`src/rtl/tct_pkg.sv`:
```
package tct_pkg;

  typedef enum logic [1:0] {
    ST_IDLE   = 2'd0,
    ST_ACTIVE = 2'd1,
    ST_COMMIT = 2'd2
  } tx_state_e;

  typedef struct packed {
    logic set_racer;
    logic set_killer;
  } cfl_action_t;

  // Decide which vector a notification touches, from the local markers of
  // the line and the kind of remote access.
  function automatic cfl_action_t classify(input logic loc_rd, input logic loc_md,
                                           input logic rem_wr);
    cfl_action_t a;
    a.set_racer  = loc_md;
    a.set_killer = rem_wr & (loc_rd | loc_md);
    return a;
  endfunction

  // Index of the lowest set bit (0 when the vector is empty).
  function automatic int unsigned lowest_index(input logic [31:0] v);
    int unsigned idx;
    idx = 0;
    for (int i = 31; i >= 0; i--) begin
      if (v[i]) idx = i;
    end
    return idx;
  endfunction

endpackage

```
`src/rtl/tct_line_sets.sv`:
```
module tct_line_sets #(
  parameter int NUM_LINES = 16,
  localparam int LIDX_W = (NUM_LINES > 1) ? $clog2(NUM_LINES) : 1
) (
  input  logic                 clk,
  input  logic                 rst_n,
  input  logic                 clear_i,
  input  logic                 set_en_i,
  input  logic                 set_write_i,
  input  logic [LIDX_W-1:0]    set_line_i,
  input  logic [LIDX_W-1:0]    look_line_i,
  output logic                 look_rd_o,
  output logic                 look_md_o
);

  logic [NUM_LINES-1:0] rd_q;
  logic [NUM_LINES-1:0] md_q;

  for (genvar g = 0; g < NUM_LINES; g++) begin : g_line
    logic hit;
    assign hit = set_en_i && (set_line_i == LIDX_W'(g));
    always_ff @(posedge clk) begin
      if (!rst_n || clear_i) begin
        rd_q[g] <= 1'b0;
        md_q[g] <= 1'b0;
      end else if (hit) begin
        if (set_write_i) md_q[g] <= 1'b1;
        else             rd_q[g] <= 1'b1;
      end
    end
  end

  assign look_rd_o = rd_q[look_line_i];
  assign look_md_o = md_q[look_line_i];

endmodule

```
`src/rtl/tct_conflict_vec.sv`:
```
module tct_conflict_vec
  import tct_pkg::*;
#(
  parameter int NUM_CORES = 8,
  localparam int CID_W = (NUM_CORES > 1) ? $clog2(NUM_CORES) : 1
) (
  input  logic                 clk,
  input  logic                 rst_n,
  input  logic                 clear_i,
  input  logic                 en_i,
  input  logic [CID_W-1:0]     core_i,
  input  logic                 rem_wr_i,
  input  logic                 loc_rd_i,
  input  logic                 loc_md_i,
  output logic [NUM_CORES-1:0] racers_o,
  output logic [NUM_CORES-1:0] killers_o,
  output logic [NUM_CORES-1:0] racers_nxt_o
);

  cfl_action_t          act;
  logic [NUM_CORES-1:0] core_bit;
  logic [NUM_CORES-1:0] killers_nxt;

  assign act      = classify(loc_rd_i, loc_md_i, rem_wr_i);
  assign core_bit = NUM_CORES'(1) << core_i;

  assign racers_nxt_o = racers_o  | ((en_i && act.set_racer)  ? core_bit : '0);
  assign killers_nxt  = killers_o | ((en_i && act.set_killer) ? core_bit : '0);

  always_ff @(posedge clk) begin
    if (!rst_n || clear_i) begin
      racers_o  <= '0;
      killers_o <= '0;
    end else begin
      racers_o  <= racers_nxt_o;
      killers_o <= killers_nxt;
    end
  end

endmodule

```
`src/rtl/tct_commit_seq.sv`:
```
module tct_commit_seq
  import tct_pkg::*;
#(
  parameter int NUM_CORES = 8,
  localparam int CID_W = (NUM_CORES > 1) ? $clog2(NUM_CORES) : 1
) (
  input  logic                 clk,
  input  logic                 rst_n,
  input  logic                 load_i,
  input  logic [NUM_CORES-1:0] load_vec_i,
  input  logic                 running_i,
  input  logic                 ack_valid_i,
  input  logic [CID_W-1:0]     ack_src_i,
  output logic                 abt_valid_o,
  output logic [CID_W-1:0]     abt_dst_o,
  output logic                 done_o
);

  logic [NUM_CORES-1:0] send_q;
  logic [NUM_CORES-1:0] wait_q;
  logic [NUM_CORES-1:0] sent_bit;
  logic [NUM_CORES-1:0] ack_bit;

  assign abt_valid_o = running_i && (send_q != '0);
  assign abt_dst_o   = CID_W'(lowest_index(32'(send_q)));
  assign done_o      = running_i && (send_q == '0) && (wait_q == '0);

  assign sent_bit = abt_valid_o ? (NUM_CORES'(1) << abt_dst_o) : '0;
  assign ack_bit  = ack_valid_i ? (NUM_CORES'(1) << ack_src_i) : '0;

  always_ff @(posedge clk) begin
    if (!rst_n) begin
      send_q <= '0;
      wait_q <= '0;
    end else if (load_i) begin
      send_q <= load_vec_i;
      wait_q <= load_vec_i;
    end else if (running_i) begin
      send_q <= send_q & ~sent_bit;
      wait_q <= wait_q & ~ack_bit;
    end
  end

endmodule

```
`src/rtl/txn_conflict_tracker.sv`:
```
module txn_conflict_tracker
  import tct_pkg::*;
#(
  parameter int NUM_CORES = 8,
  parameter int NUM_LINES = 16,
  parameter int CORE_ID   = 3,
  localparam int CID_W  = (NUM_CORES > 1) ? $clog2(NUM_CORES) : 1,
  localparam int LIDX_W = (NUM_LINES > 1) ? $clog2(NUM_LINES) : 1
) (
  input  logic                 clk,
  input  logic                 rst_n,
  input  logic                 tx_begin_i,
  input  logic                 tx_commit_i,
  input  logic                 acc_valid_i,
  input  logic                 acc_write_i,
  input  logic [LIDX_W-1:0]    acc_line_i,
  input  logic                 cfl_valid_i,
  input  logic [CID_W-1:0]     cfl_core_i,
  input  logic                 cfl_write_i,
  input  logic [LIDX_W-1:0]    cfl_line_i,
  input  logic                 abt_valid_i,
  input  logic [CID_W-1:0]     abt_src_i,
  input  logic                 abt_ack_valid_i,
  input  logic [CID_W-1:0]     abt_ack_src_i,
  output logic                 abt_valid_o,
  output logic [CID_W-1:0]     abt_dst_o,
  output logic                 abt_ack_valid_o,
  output logic [CID_W-1:0]     abt_ack_dst_o,
  output logic                 ckpt_restore_o,
  output logic                 commit_done_o,
  output logic [NUM_CORES-1:0] racers_o,
  output logic [NUM_CORES-1:0] killers_o
);

  tx_state_e            state_q;
  logic                 in_active;
  logic                 in_commit;
  logic                 ev_abort_take;
  logic                 ev_begin;
  logic                 ev_commit;
  logic                 ev_done;
  logic                 ev_clear;
  logic                 ev_cfl;
  logic                 look_rd;
  logic                 look_md;
  logic [NUM_CORES-1:0] racers_nxt;

  assign in_active     = (state_q == ST_ACTIVE);
  assign in_commit     = (state_q == ST_COMMIT);
  assign ev_abort_take = abt_valid_i && in_active;
  assign ev_begin      = tx_begin_i && (state_q == ST_IDLE);
  assign ev_commit     = tx_commit_i && in_active && !abt_valid_i;
  assign ev_clear      = ev_begin || ev_done || ev_abort_take;
  assign ev_cfl        = cfl_valid_i && in_active && !abt_valid_i &&
                         (cfl_core_i != CID_W'(CORE_ID));

  tct_line_sets #(.NUM_LINES(NUM_LINES)) u_lines (
    .clk        (clk),
    .rst_n      (rst_n),
    .clear_i    (ev_clear),
    .set_en_i   (acc_valid_i && in_active && !abt_valid_i),
    .set_write_i(acc_write_i),
    .set_line_i (acc_line_i),
    .look_line_i(cfl_line_i),
    .look_rd_o  (look_rd),
    .look_md_o  (look_md)
  );

  tct_conflict_vec #(.NUM_CORES(NUM_CORES)) u_vec (
    .clk         (clk),
    .rst_n       (rst_n),
    .clear_i     (ev_clear),
    .en_i        (ev_cfl),
    .core_i      (cfl_core_i),
    .rem_wr_i    (cfl_write_i),
    .loc_rd_i    (look_rd),
    .loc_md_i    (look_md),
    .racers_o    (racers_o),
    .killers_o   (killers_o),
    .racers_nxt_o(racers_nxt)
  );

  tct_commit_seq #(.NUM_CORES(NUM_CORES)) u_seq (
    .clk        (clk),
    .rst_n      (rst_n),
    .load_i     (ev_commit),
    .load_vec_i (racers_nxt),
    .running_i  (in_commit),
    .ack_valid_i(abt_ack_valid_i),
    .ack_src_i  (abt_ack_src_i),
    .abt_valid_o(abt_valid_o),
    .abt_dst_o  (abt_dst_o),
    .done_o     (ev_done)
  );

  assign commit_done_o = ev_done;

  always_ff @(posedge clk) begin
    if (!rst_n) begin
      state_q <= ST_IDLE;
    end else if (ev_abort_take) begin
      state_q <= ST_IDLE;
    end else begin
      unique case (state_q)
        ST_IDLE:   if (ev_begin)  state_q <= ST_ACTIVE;
        ST_ACTIVE: if (ev_commit) state_q <= ST_COMMIT;
        ST_COMMIT: if (ev_done)   state_q <= ST_IDLE;
        default:                  state_q <= ST_IDLE;
      endcase
    end
  end

  always_ff @(posedge clk) begin
    if (!rst_n) begin
      abt_ack_valid_o <= 1'b0;
      abt_ack_dst_o   <= '0;
      ckpt_restore_o  <= 1'b0;
    end else begin
      abt_ack_valid_o <= abt_valid_i;
      abt_ack_dst_o   <= abt_src_i;
      ckpt_restore_o  <= ev_abort_take;
    end
  end

endmodule

```
`config.mk`:
```
export PLATFORM = sky130hd
export DESIGN_NAME = txn_conflict_tracker
export DESIGN_NICKNAME = d
export VERILOG_FILES = /design/src/rtl/tct_pkg.sv /design/src/rtl/tct_line_sets.sv /design/src/rtl/tct_conflict_vec.sv /design/src/rtl/tct_commit_seq.sv /design/src/rtl/txn_conflict_tracker.sv
export SDC_FILE = /design/constraint.sdc
export NUM_CORES = 1
export LEC_CHECK = 0
export BUFFER_PORTS_ARGS = -buffer_cell sky130_fd_sc_hd__buf_2
export CAP_MARGIN = 20
export CORE_MARGIN = 2
export CORE_UTILIZATION = 50
export DETAILED_ROUTE_END_ITERATION = 6
export GPL_ROUTABILITY_DRIVEN = 0
export PLACE_DENSITY = 0.81
export SYNTH_ARGS = -nofsm -noshare
export SYNTH_HDL_FRONTEND = slang
export SYNTH_HIERARCHICAL = 1
export SYNTH_SLANG_ARGS = --single-unit
```
`constraint.sdc`:
```
create_clock -name clk -period 2.6 [get_ports clk]
set_input_delay 0.65 -clock clk [delete_from_list [all_inputs] [get_ports clk]]
set_output_delay 0.65 -clock clk [all_outputs]
set_load 0.03 [all_outputs]
```
; ---- Yosys cells after proc, flatten, opt, wreduce, memory -nomap -nowiden
; Index checks and enable logic that the tools add are counted.
[word_totals]
register_bits = 71
inputBits = 27
output_inout_bits = 26
[classes]
order_cmp = 1
n_eq_ne = 21
n_shift = 3
mux = 24
n_bitwise = 10
n_reduce_logical = 75
[ops]
columns = operator, count
row1 = 2-to-1 mux 8 bit, 8
row2 = AND reduction 2 bit, 32
row3 = == test 4 bit (second input constant), 8
row4 = logical AND 1 bit, 30
row5 = 2-to-1 mux 3 bit, 8
row6 = left shift 1 x 3 -> 8 bit (first input constant), 3
row7 = AND 8 bit, 2
row8 = == test 4 x 3 -> 1 bit (second input constant), 4
row9 = zero test 8 bit, 2
row10 = inverter 8 bit, 2
row11 = bitwise OR 8 bit, 2
row12 = binary-select mux 1 bit (select 4 bit), 2
row13 = == test 4 x 2 -> 1 bit (second input constant), 2
row14 = nonzero test 8 bit, 1
row15 = 2-to-1 mux 2 bit, 3
row16 = case mux 2 bit (3 select lines), 1
row17 = less-than comparator 4 x 5 -> 1 bit (second input constant), 1
row18 = == test 4 x 1 -> 1 bit (second input constant), 1
row19 = zero test 4 bit, 1
row20 = != test 2 bit (second input constant), 2
row21 = logical OR 1 bit, 3
row22 = != test 3 x 2 -> 1 bit (second input constant), 1
row23 = AND reduction 3 bit, 1
row24 = == test 2 x 1 -> 1 bit (second input constant), 1
row25 = other kinds (10), 13

; ---- Logic depth before layout (Yosys ltp)
; Gate-level depths: netlist of the first run.
[logic_depth]
word_depth = 14
ltp_mapped = 10

; ---- Hierarchy
; The synthesis of the first run kept the hierarchy.
[modules_own_cells]
columns = mod, instances, cells_each, area_each_um2, seq_area_each_um2
row1 = tct_line_sets, 1, 140, 1348.8, 640.6
row2 = tct_commit_seq, 1, 99, 804.5, 320.3
row3 = tct_conflict_vec, 1, 60, 606.8, 320.3
row4 = txn_conflict_tracker, 1, 27, 282.8, 140.1

; ---- Worst setup path after synthesis of the first run
; No wires, ideal clock.
[synth_path]
path_type = register to register
startpoint = register state_q[0]
endpoint = register u_lines.md_q[0]
t_arrival_ns = 2.870
t_required_ns = 2.472
path_slack_ns = -0.398
stages_incl_launch_ff = 10
n_path_buf = 1
period_less_slack_ns = 2.998
path_cell_list = dfxtp_1 > and2b_1 > inv_2 > or4_1 > or4_1 > nor4_2 > o21bai_1 > nand2b_1 > clkbuf_1 > nor2_1
[synth_between]
elab_chain_cells = 6
[synth_lines]
columns = item, line_no
row1 = "start, declared", txn_conflict_tracker.sv:35  ; tx_state_e state_q;
row2 = "start signal, assigned", txn_conflict_tracker.sv:100  ; state_q <= ST_IDLE;
row3 = "start signal, assigned", txn_conflict_tracker.sv:102  ; state_q <= ST_IDLE;
row4 = "start signal, assigned", txn_conflict_tracker.sv:105  ; ST_IDLE: if (ev_begin) state_q <= ST_ACTIVE;
row5 = == test 2 bit, txn_conflict_tracker.sv:49  ; assign in_commit = (state_q == ST_COMMIT);
row6 = named net in_commit, txn_conflict_tracker.sv:37  ; logic in_commit;
row7 = logical AND 1 bit (2 in series), tct_commit_seq.sv:26  ; assign done_o = running_i && (send_q == '0) && (wait_q == '0);
row8 = named net commit_done_o, txn_conflict_tracker.sv:30  ; output logic commit_done_o,
row9 = logical OR 1 bit (2 in series), txn_conflict_tracker.sv:53  ; assign ev_clear = ev_begin || ev_done || ev_abort_take;
row10 = named net ev_clear, txn_conflict_tracker.sv:42  ; logic ev_clear;
row11 = logical OR 1 bit, tct_line_sets.sv:23  ; if (!rst_n || clear_i) begin
row12 = "end signal, assigned by index", tct_line_sets.sv:25  ; md_q[g] <= 1'b0;
row13 = "end signal, assigned by index", tct_line_sets.sv:27  ; if (set_write_i) md_q[g] <= 1'b1;
row14 = "end, declared", tct_line_sets.sv:17  ; logic [NUM_LINES-1:0] md_q;
; The timed path passes the listed nets, and every way through them passes these cells.
; A chain may end at the register's enable or synchronous reset.

; ---- Worst setup path in the final report of the first run
[layout_path]
startpoint = register state_q[0]
endpoint = output commit_done_o
[layout_between]
elab_chain_cells = 3
[layout_lines]
columns = item, line_no
row1 = == test 2 bit, txn_conflict_tracker.sv:49
row2 = named net in_commit, txn_conflict_tracker.sv:37
row3 = logical AND 1 bit (2 in series), tct_commit_seq.sv:26
row4 = "end, declared", txn_conflict_tracker.sv:30
; The timed path passes the listed nets, and every way through them passes these cells.

==> reports/metrics.cfg, run 1 <==
[run_status]
status=finished, violations left
violations=setup timing

[timing]
max_freq_ghz=0.359
slew_violations=0
rsz0062_at_grt=true
finalHoldViolations=0
period_needed_ns=2.78
layout_setup_ws_ns=-0.183
relSlewSlack_pct=68.8
period_share_pct=107
holdWs_ns=0.466
worst_slew_pin_slew_ns=0.462
skew_ns=0.00859
finalSetupViolCount=1

[power]
seq_power_share_pct=49.1
p_clk_share_pct=43.4
power_density_mw_per_mm2=592
ir_worst_vdd_uv=423
combPwrFrac_pct=7.5
p_leak_uw=0.00162
p_int_uw=1700
p_sw_uw=526
swShare_pct=23.6

[die]
pin_count=53
core_area_mm2=0.00589
start_util_pct=51.7
rows=28
die_y_um=82.0
die-area_mm2=0.00673
fp.dieW_um=82.0

[finish]
diodes=0
nets=420
num-fill-cells=503
register_area_mm2=0.00142
stdcell_count=473
layout-drive-gt1-share_pct=27.9
multi_input_area_mm2=0.00158
area_growth_pct=23.8

[drt]
num_vias=2692
ant_nets=0
drt-wirelength-per-cell_um=15.7
first_pass_iters=5
wl_um=7430
drt_iter0_drc=167
drc_errors=0
routed_via_density=5.69

[setup_path]
cpMaxStageDelayCell=or4_4
critPathTopFamily=simple AND/OR/NAND/NOR gates
start_kind=register
reg2reg_from=state_q[0]$_SDFFE_PP0P_
path_max_fanout=2
crit_buf_inv=2
slowest_delay_ns=0.45
worstPathRequired_ns=1.95
path_cells=and2b_2 > inv_2 > or4_1 > or4_4 > nor4_4 > buf_6
critPathKind=reg -> out
regToRegSetupSlack_ns=0.10
critPathArrivalTime_ns=2.13
reg2reg_depth=10
cp-end-kind=output pin
worstReg2RegEnd=u_vec/killers_o[7]$_SDFF_PP0_

[logic_synthesis]
synth-simple-area-share_pct=23.5
syn_area_per_cell_um2=9.33
synth_xor_area_share_pct=0
synth-seq-cells=71
syn_area_mm2=0.00304
synth_fa_ha_area_share_pct=0
synthFlopType=dfxtp_1
synth_top_area_cell=dfxtp_1
synth.area.top_cells=dfxtp_1, a21oi_1, nor2_1, mux4_1, a21boi_0
synthArstFlopShare_pct=0
synth_top_family_by_area=simple AND/OR/NAND/NOR gates
synth-seq-area-share_pct=46.7
synth-edff-count=0
ys_types=52
syn_nets=353
yosysWarnings=6
synth_compound_area_share_pct=20.1
syn_inst=326
post_synth_mux_area_share_pct=6.74
synth_top_area_share_pct=46.7

[clocking]
htree_levels=3
clock_path_buffers=2
cts_tree=yes
root_buffer=clkbuf_8
cts_buffers=9
cts_num_sinks=71
worstSkewPairLatency_ns=0.35
path_clk_slew_ns=0.08

[global_routing]
grt_pass1_vias=2497
grt_overflow=0
top_usage_layer=met2
grtUsageMet2_pct=37.2
globalRouteTotalUtil_pct=23.0
antenna_found_initial=0
grt_use_met3_pct=5.05
grt_use_met1_pct=29.5
grt_pass1_wl_um=11600
grt_max_degree=33

[hold_path]
worst_hold_startpoint=u_lines/md_q[13]$_SDFFE_PP0P_
min_path_type=reg -> reg
worstHoldPathCells=2
min_to=u_lines/md_q[13]$_SDFFE_PP0P_

[placement]
portBuffers=52
dp.cells=453
dp_slack_ns=-0.0168
hpwl_um=5210

[job]
drv_cap=0

## power groups by stage
stage / Sequential, uW / Clock, uW / Combinational (uW)
2_1_floorplan: 1130 / 0 / 81.5
3_3_place_gp: 1120 / 0 / 148
3_5_place_dp: 1120 / 0 / 151
4_1_cts: 1090 / 984 / 153
5_1_grt: 1090 / 1030 / 182
6_report: 1090 / 968 / 167
## kinds of logic after synthesis
group | Yosys count
muxes | 9
DFF | 71
AOI/OAI and AO/OA | 93
buffers and inverters | 20
and+or+nand+nor | 133
## timing repair
action | CTS | global route
setup buffers | 1 | 3
hold buffers | 0 | 0
pin swaps | 1 | 0
gates resized for setup | 1 | 4
setup endpoints to repair | 1 | 4
## sequential cells by signal, summed over array words and instances, names as in the netlist
name,count
ckpt_restore_o,1
u_lines/rd_q,16
u_vec/racers_o,8
u_vec/killers_o,8
u_seq/send_q,8
abt_ack_valid_o,1
u_lines/md_q,16
abt_ack_dst_o,3
state_q,2
u_seq/wait_q,8
## cell usage in the layout, fill, tap and decap left out, types with 8 or more instances in the layout
cell,Yosys,routed
buf_2,0,51
a21boi_0,13,13
dfxtp_1,71,69
clkbuf_8,0,9
a21oi_1,37,37
nand3_1,8,8
nor2_1,43,43
buf_4,0,15
o211ai_1,8,8
and2_1,13,13
nand2_1,23,23
## metal layers
| metal | vias to the layer above | wire length (um) |
|---|---|---|
| li1 | 1308 | - |
| met1 | 1275 | 3340 |
| met2 | 97 | 3550 |
| met3 | 12 | 404 |
| met4 | 0 | 131 |
| met5 | - | 0 |
## stage by stage
stage / cell area (um2) / total power, uW / TNS, ns / utilization (%)
after floorplan: 3100 / 1210 / -3.80 / -
after global placement: 3480 / 1270 / 0 / 59.1
after detailed placement: 3480 / 1270 / -0.0168 / 59.1
after CTS: 3710 / 2230 / -0.193 / 63.1
after global routing: 3770 / 2300 / -0.290 / 64.0
final: 3770 / 2230 / -0.183 / 64.0
## worst max-delay path by stage
| stage | from | to | slack (ns) | cells after the start |
|---|---|---|---|---|
| floorplan | state_q[0]$_SDFFE_PP0P_ | u_lines/md_q[1]$_SDFFE_PP0P_ | -0.11 | 9 |
| global placement | cfl_line_i[0] | u_seq/send_q[4]$_SDFFE_PN0P_ | 0.02 | 9 |
| detailed placement | cfl_line_i[0] | u_seq/send_q[4]$_SDFFE_PN0P_ | -0.02 | 9 |
| CTS | state_q[0]$_SDFFE_PP0P_ | commit_done_o | -0.19 | 6 |
| global route | state_q[0]$_SDFFE_PP0P_ | commit_done_o | -0.27 | 6 |
| finish | state_q[0]$_SDFFE_PP0P_ | commit_done_o | -0.18 | 6 |
## layout make-up
class	count	area share [%]
Tap cell	75	2.49
Inverter	7	0.698
Multi-Input combinational cell	235	42.0
Clock inverter	7	2.59
Timing Repair Buffer	69	11.1
Clock buffer	9	3.29
Sequential cell	71	37.8
## cell usage after synthesis, types with 2 or more instances
cell type  number
dfxtp_1        71
nor2_1         43
a21oi_1        37
nand2_1        23
a21boi_0       13
and2_1         13
clkbuf_1       11
nand3_1         8
o211ai_1        8
nand2b_1        7
a21o_1          6
and3b_1         6
inv_1           6
nor3b_1         5
a31oi_1         4
mux4_1          4
mux4_2          4
nor2b_1         4
o21ai_0         4
a22o_1          3
and3_1          3
o311ai_0        3
or4_1           3
a21o_2          2
a22oi_1         2
and2b_1         2
and4bb_2        2
buf_6           2
nor2b_2         2
nor3_1          2
o31ai_1         2
## worst min-delay path, delay by kind of cell, from the launching register on
kind | cells | cell delay (ns)
flip-flops | 1 | 0.32
AND/OR/NAND/NOR | 1 | 0.07
AO/OA/AOI/OAI | 1 | 0.04
No activity file was read; power rests on OpenSTA's default activity.
==> inputs of run 2 (changes only) <==
--- a/config.mk
+++ b/config.mk
@@ -12,7 +12,9 @@
 export DETAILED_ROUTE_END_ITERATION = 6
 export GPL_ROUTABILITY_DRIVEN = 0
 export PLACE_DENSITY = 0.81
+export SKIP_LAST_GASP = 1
 export SYNTH_ARGS = -nofsm -noshare
 export SYNTH_HDL_FRONTEND = slang
 export SYNTH_HIERARCHICAL = 1
 export SYNTH_SLANG_ARGS = --single-unit
+export TNS_END_PERCENT = 50
==> run 2 against run 1 <==
Compared with the run above: the flow still finishes with violations (setup timing); clock skew is 0.0049 ns higher; power is 3.5% lower; worst setup slack better by 0.0088 ns; combinational power is 7% lower; critical endpoint unchanged; highest routed layer unchanged.
==> reports/metrics.cfg, run 2 (same netlist as run 1, synthesis figures left out) <==
[clocking]
cts_num_sinks=71  ; unchanged
ctsHoldBuffers=0  ; unchanged
cts_tree=yes  ; unchanged
root_buffer=clkbuf_8  ; unchanged
post_cts_buffers=0  ; was 1
worstSkewPairLatency_ns=0.35  ; about the same
path_clk_slew_ns=0.08  ; about the same
htree_levels=3  ; unchanged
cts_buffers=9  ; unchanged
clock_path_buffers=2  ; unchanged

[finish]
layout-drive-gt1-share_pct=27.0  ; was 27.9%
stdcell_count=472  ; was 473
diodes=0  ; unchanged
nets=419  ; was 420
top_regs=u_lines/md_q: 16 flops, u_lines/rd_q: 16 flops  ; unchanged
area_growth_pct=22.0  ; was 23.8%
num-fill-cells=512  ; was 503
multi_input_area_mm2=0.00156  ; was 0.00158 mm2
final_cell_mix=dfxtp_1, buf_2, nor2_1  ; unchanged
register_area_mm2=0.00142  ; unchanged
final_common_cell=dfxtp_1  ; unchanged

[timing]
finalSetupViolCount=1  ; unchanged
max_freq_ghz=0.360  ; was 0.359 GHz
slew_violations=0  ; unchanged
rsz0062_at_grt=true  ; unchanged
worst_slew_pin_slew_ns=0.460  ; was 0.462 ns
skew_ns=0.0135  ; was 0.00859 ns
period_share_pct=107  ; about the same
period_needed_ns=2.77  ; was 2.78 ns
layout_setup_ws_ns=-0.174  ; was -0.183 ns
relSlewSlack_pct=69.3  ; was 68.8%
finalHoldViolations=0  ; unchanged

[drt]
first_pass_iters=4  ; was 5
ant_nets=0  ; unchanged
drt-wirelength-per-cell_um=14.9  ; was 15.7 um
drc_errors=0  ; unchanged
routed_via_density=5.67  ; was 5.69
drt_iter0_drc=140  ; was 167
num_vias=2674  ; was 2692
wl_um=7050  ; was 7430 um

[setup_path]
start_kind=register  ; unchanged
critPathArrivalTime_ns=2.12  ; was 2.13 ns
worstPathRequired_ns=1.95  ; about the same
critPathKind=reg -> out  ; unchanged
path_max_fanout=4  ; was 2
cp-end-kind=output pin  ; unchanged

[global_routing]
grt_pass1_wl_um=11700  ; was 11600 um
grt_pass1_vias=2562  ; was 2497
grt_overflow=0  ; unchanged
antenna_found_initial=0  ; unchanged
grt_max_degree=33  ; unchanged
globalRouteTotalUtil_pct=23.0  ; about the same

[run_status]
violations=setup timing  ; unchanged
status=finished, violations left  ; unchanged

[die]
fp.dieW_um=82.0  ; unchanged
rows=28  ; unchanged
die_y_um=82.0  ; unchanged
start_util_pct=51.7  ; unchanged
core_area_mm2=0.00589  ; unchanged
die-area_mm2=0.00673  ; unchanged
pin_count=53  ; unchanged

[power]
ir_worst_vdd_uv=383  ; was 423 uV
p_leak_uw=0.00160  ; was 0.00162 uW
power_density_mw_per_mm2=580  ; was 592 mW/mm2

[hold_path]
min_path_type=reg -> reg  ; unchanged

[job]
drv_cap=0  ; unchanged

[placement]
hpwl_um=5160  ; was 5210 um
portBuffers=52  ; unchanged
dp.cells=456  ; was 453
dp_slack_ns=-0.0269  ; was -0.0168 ns

-- run 2: layout make-up --
class,count,share of cell area [%]
Tap cell,75,2.53
Timing Repair Buffer,68,10.8
Sequential cell,71,38.4
Multi-Input combinational cell,235,42.1
Inverter,7,0.708
Clock inverter,5,1.52
Clock buffer,11,4.08
-- run 2: report_power, final --
group / switching, uW / internal, uW
combinational: 92.4 / 62.7
clock: 409 / 493
sequential: 1.78 / 1090
-- run 2: repair_timing --
item	CTS	global route
resized for setup	1	1
pin swaps	1	0
setup endpoints to repair	1	1
-- run 2: layer usage --
metal  GRT usage [%]  share of wire, %  vias up
li1                -                 -     1310
met1            28.0                45     1257
met2            39.0                47       96
met3            5.38               6.5       11
met4            9.50               1.6        0
met5               0                 0        -
-- run 2: per-stage QoR --
stage / total power (uW) / TNS [ns] / hold WS (ns) / utilization, % / cell area [um2]
CTS: 2170 / -0.191 / 0.461 / 63.0 / 3710
detailed placement: 1270 / -0.0269 / 0.441 / 59.4 / 3500
global placement: 1270 / 0 / 0.437 / 59.4 / 3500
finish: 2150 / -0.174 / 0.463 / 63.1 / 3710
global route: 2230 / -0.232 / 0.485 / 63.1 / 3710
floorplan: 1210 / -4.24 / 0.428 / - / 3090
-- run 2: worst paths after layout --
check,from,endpoint,slack [ns],cells after the start
max reg2reg,state_q[0]$_SDFFE_PP0P_,u_lines/md_q[9]$_SDFFE_PP0P_,0.14,10
min reg2reg,u_vec/killers_o[1]$_SDFF_PP0_,u_vec/killers_o[1]$_SDFF_PP0_,0.46,2
max,state_q[0]$_SDFFE_PP0P_,commit_done_o,-0.17,6
min,u_vec/killers_o[1]$_SDFF_PP0_,u_vec/killers_o[1]$_SDFF_PP0_,0.46,2
-- run 2: worst max-delay path, cell delays in order (launching register included) --
cell	delay (ns)
dfxtp_2	0.32
and2b_2	0.22
inv_2	0.05
or4_1	0.40
or4_4	0.44
nor4_4	0.18
buf_6	0.17
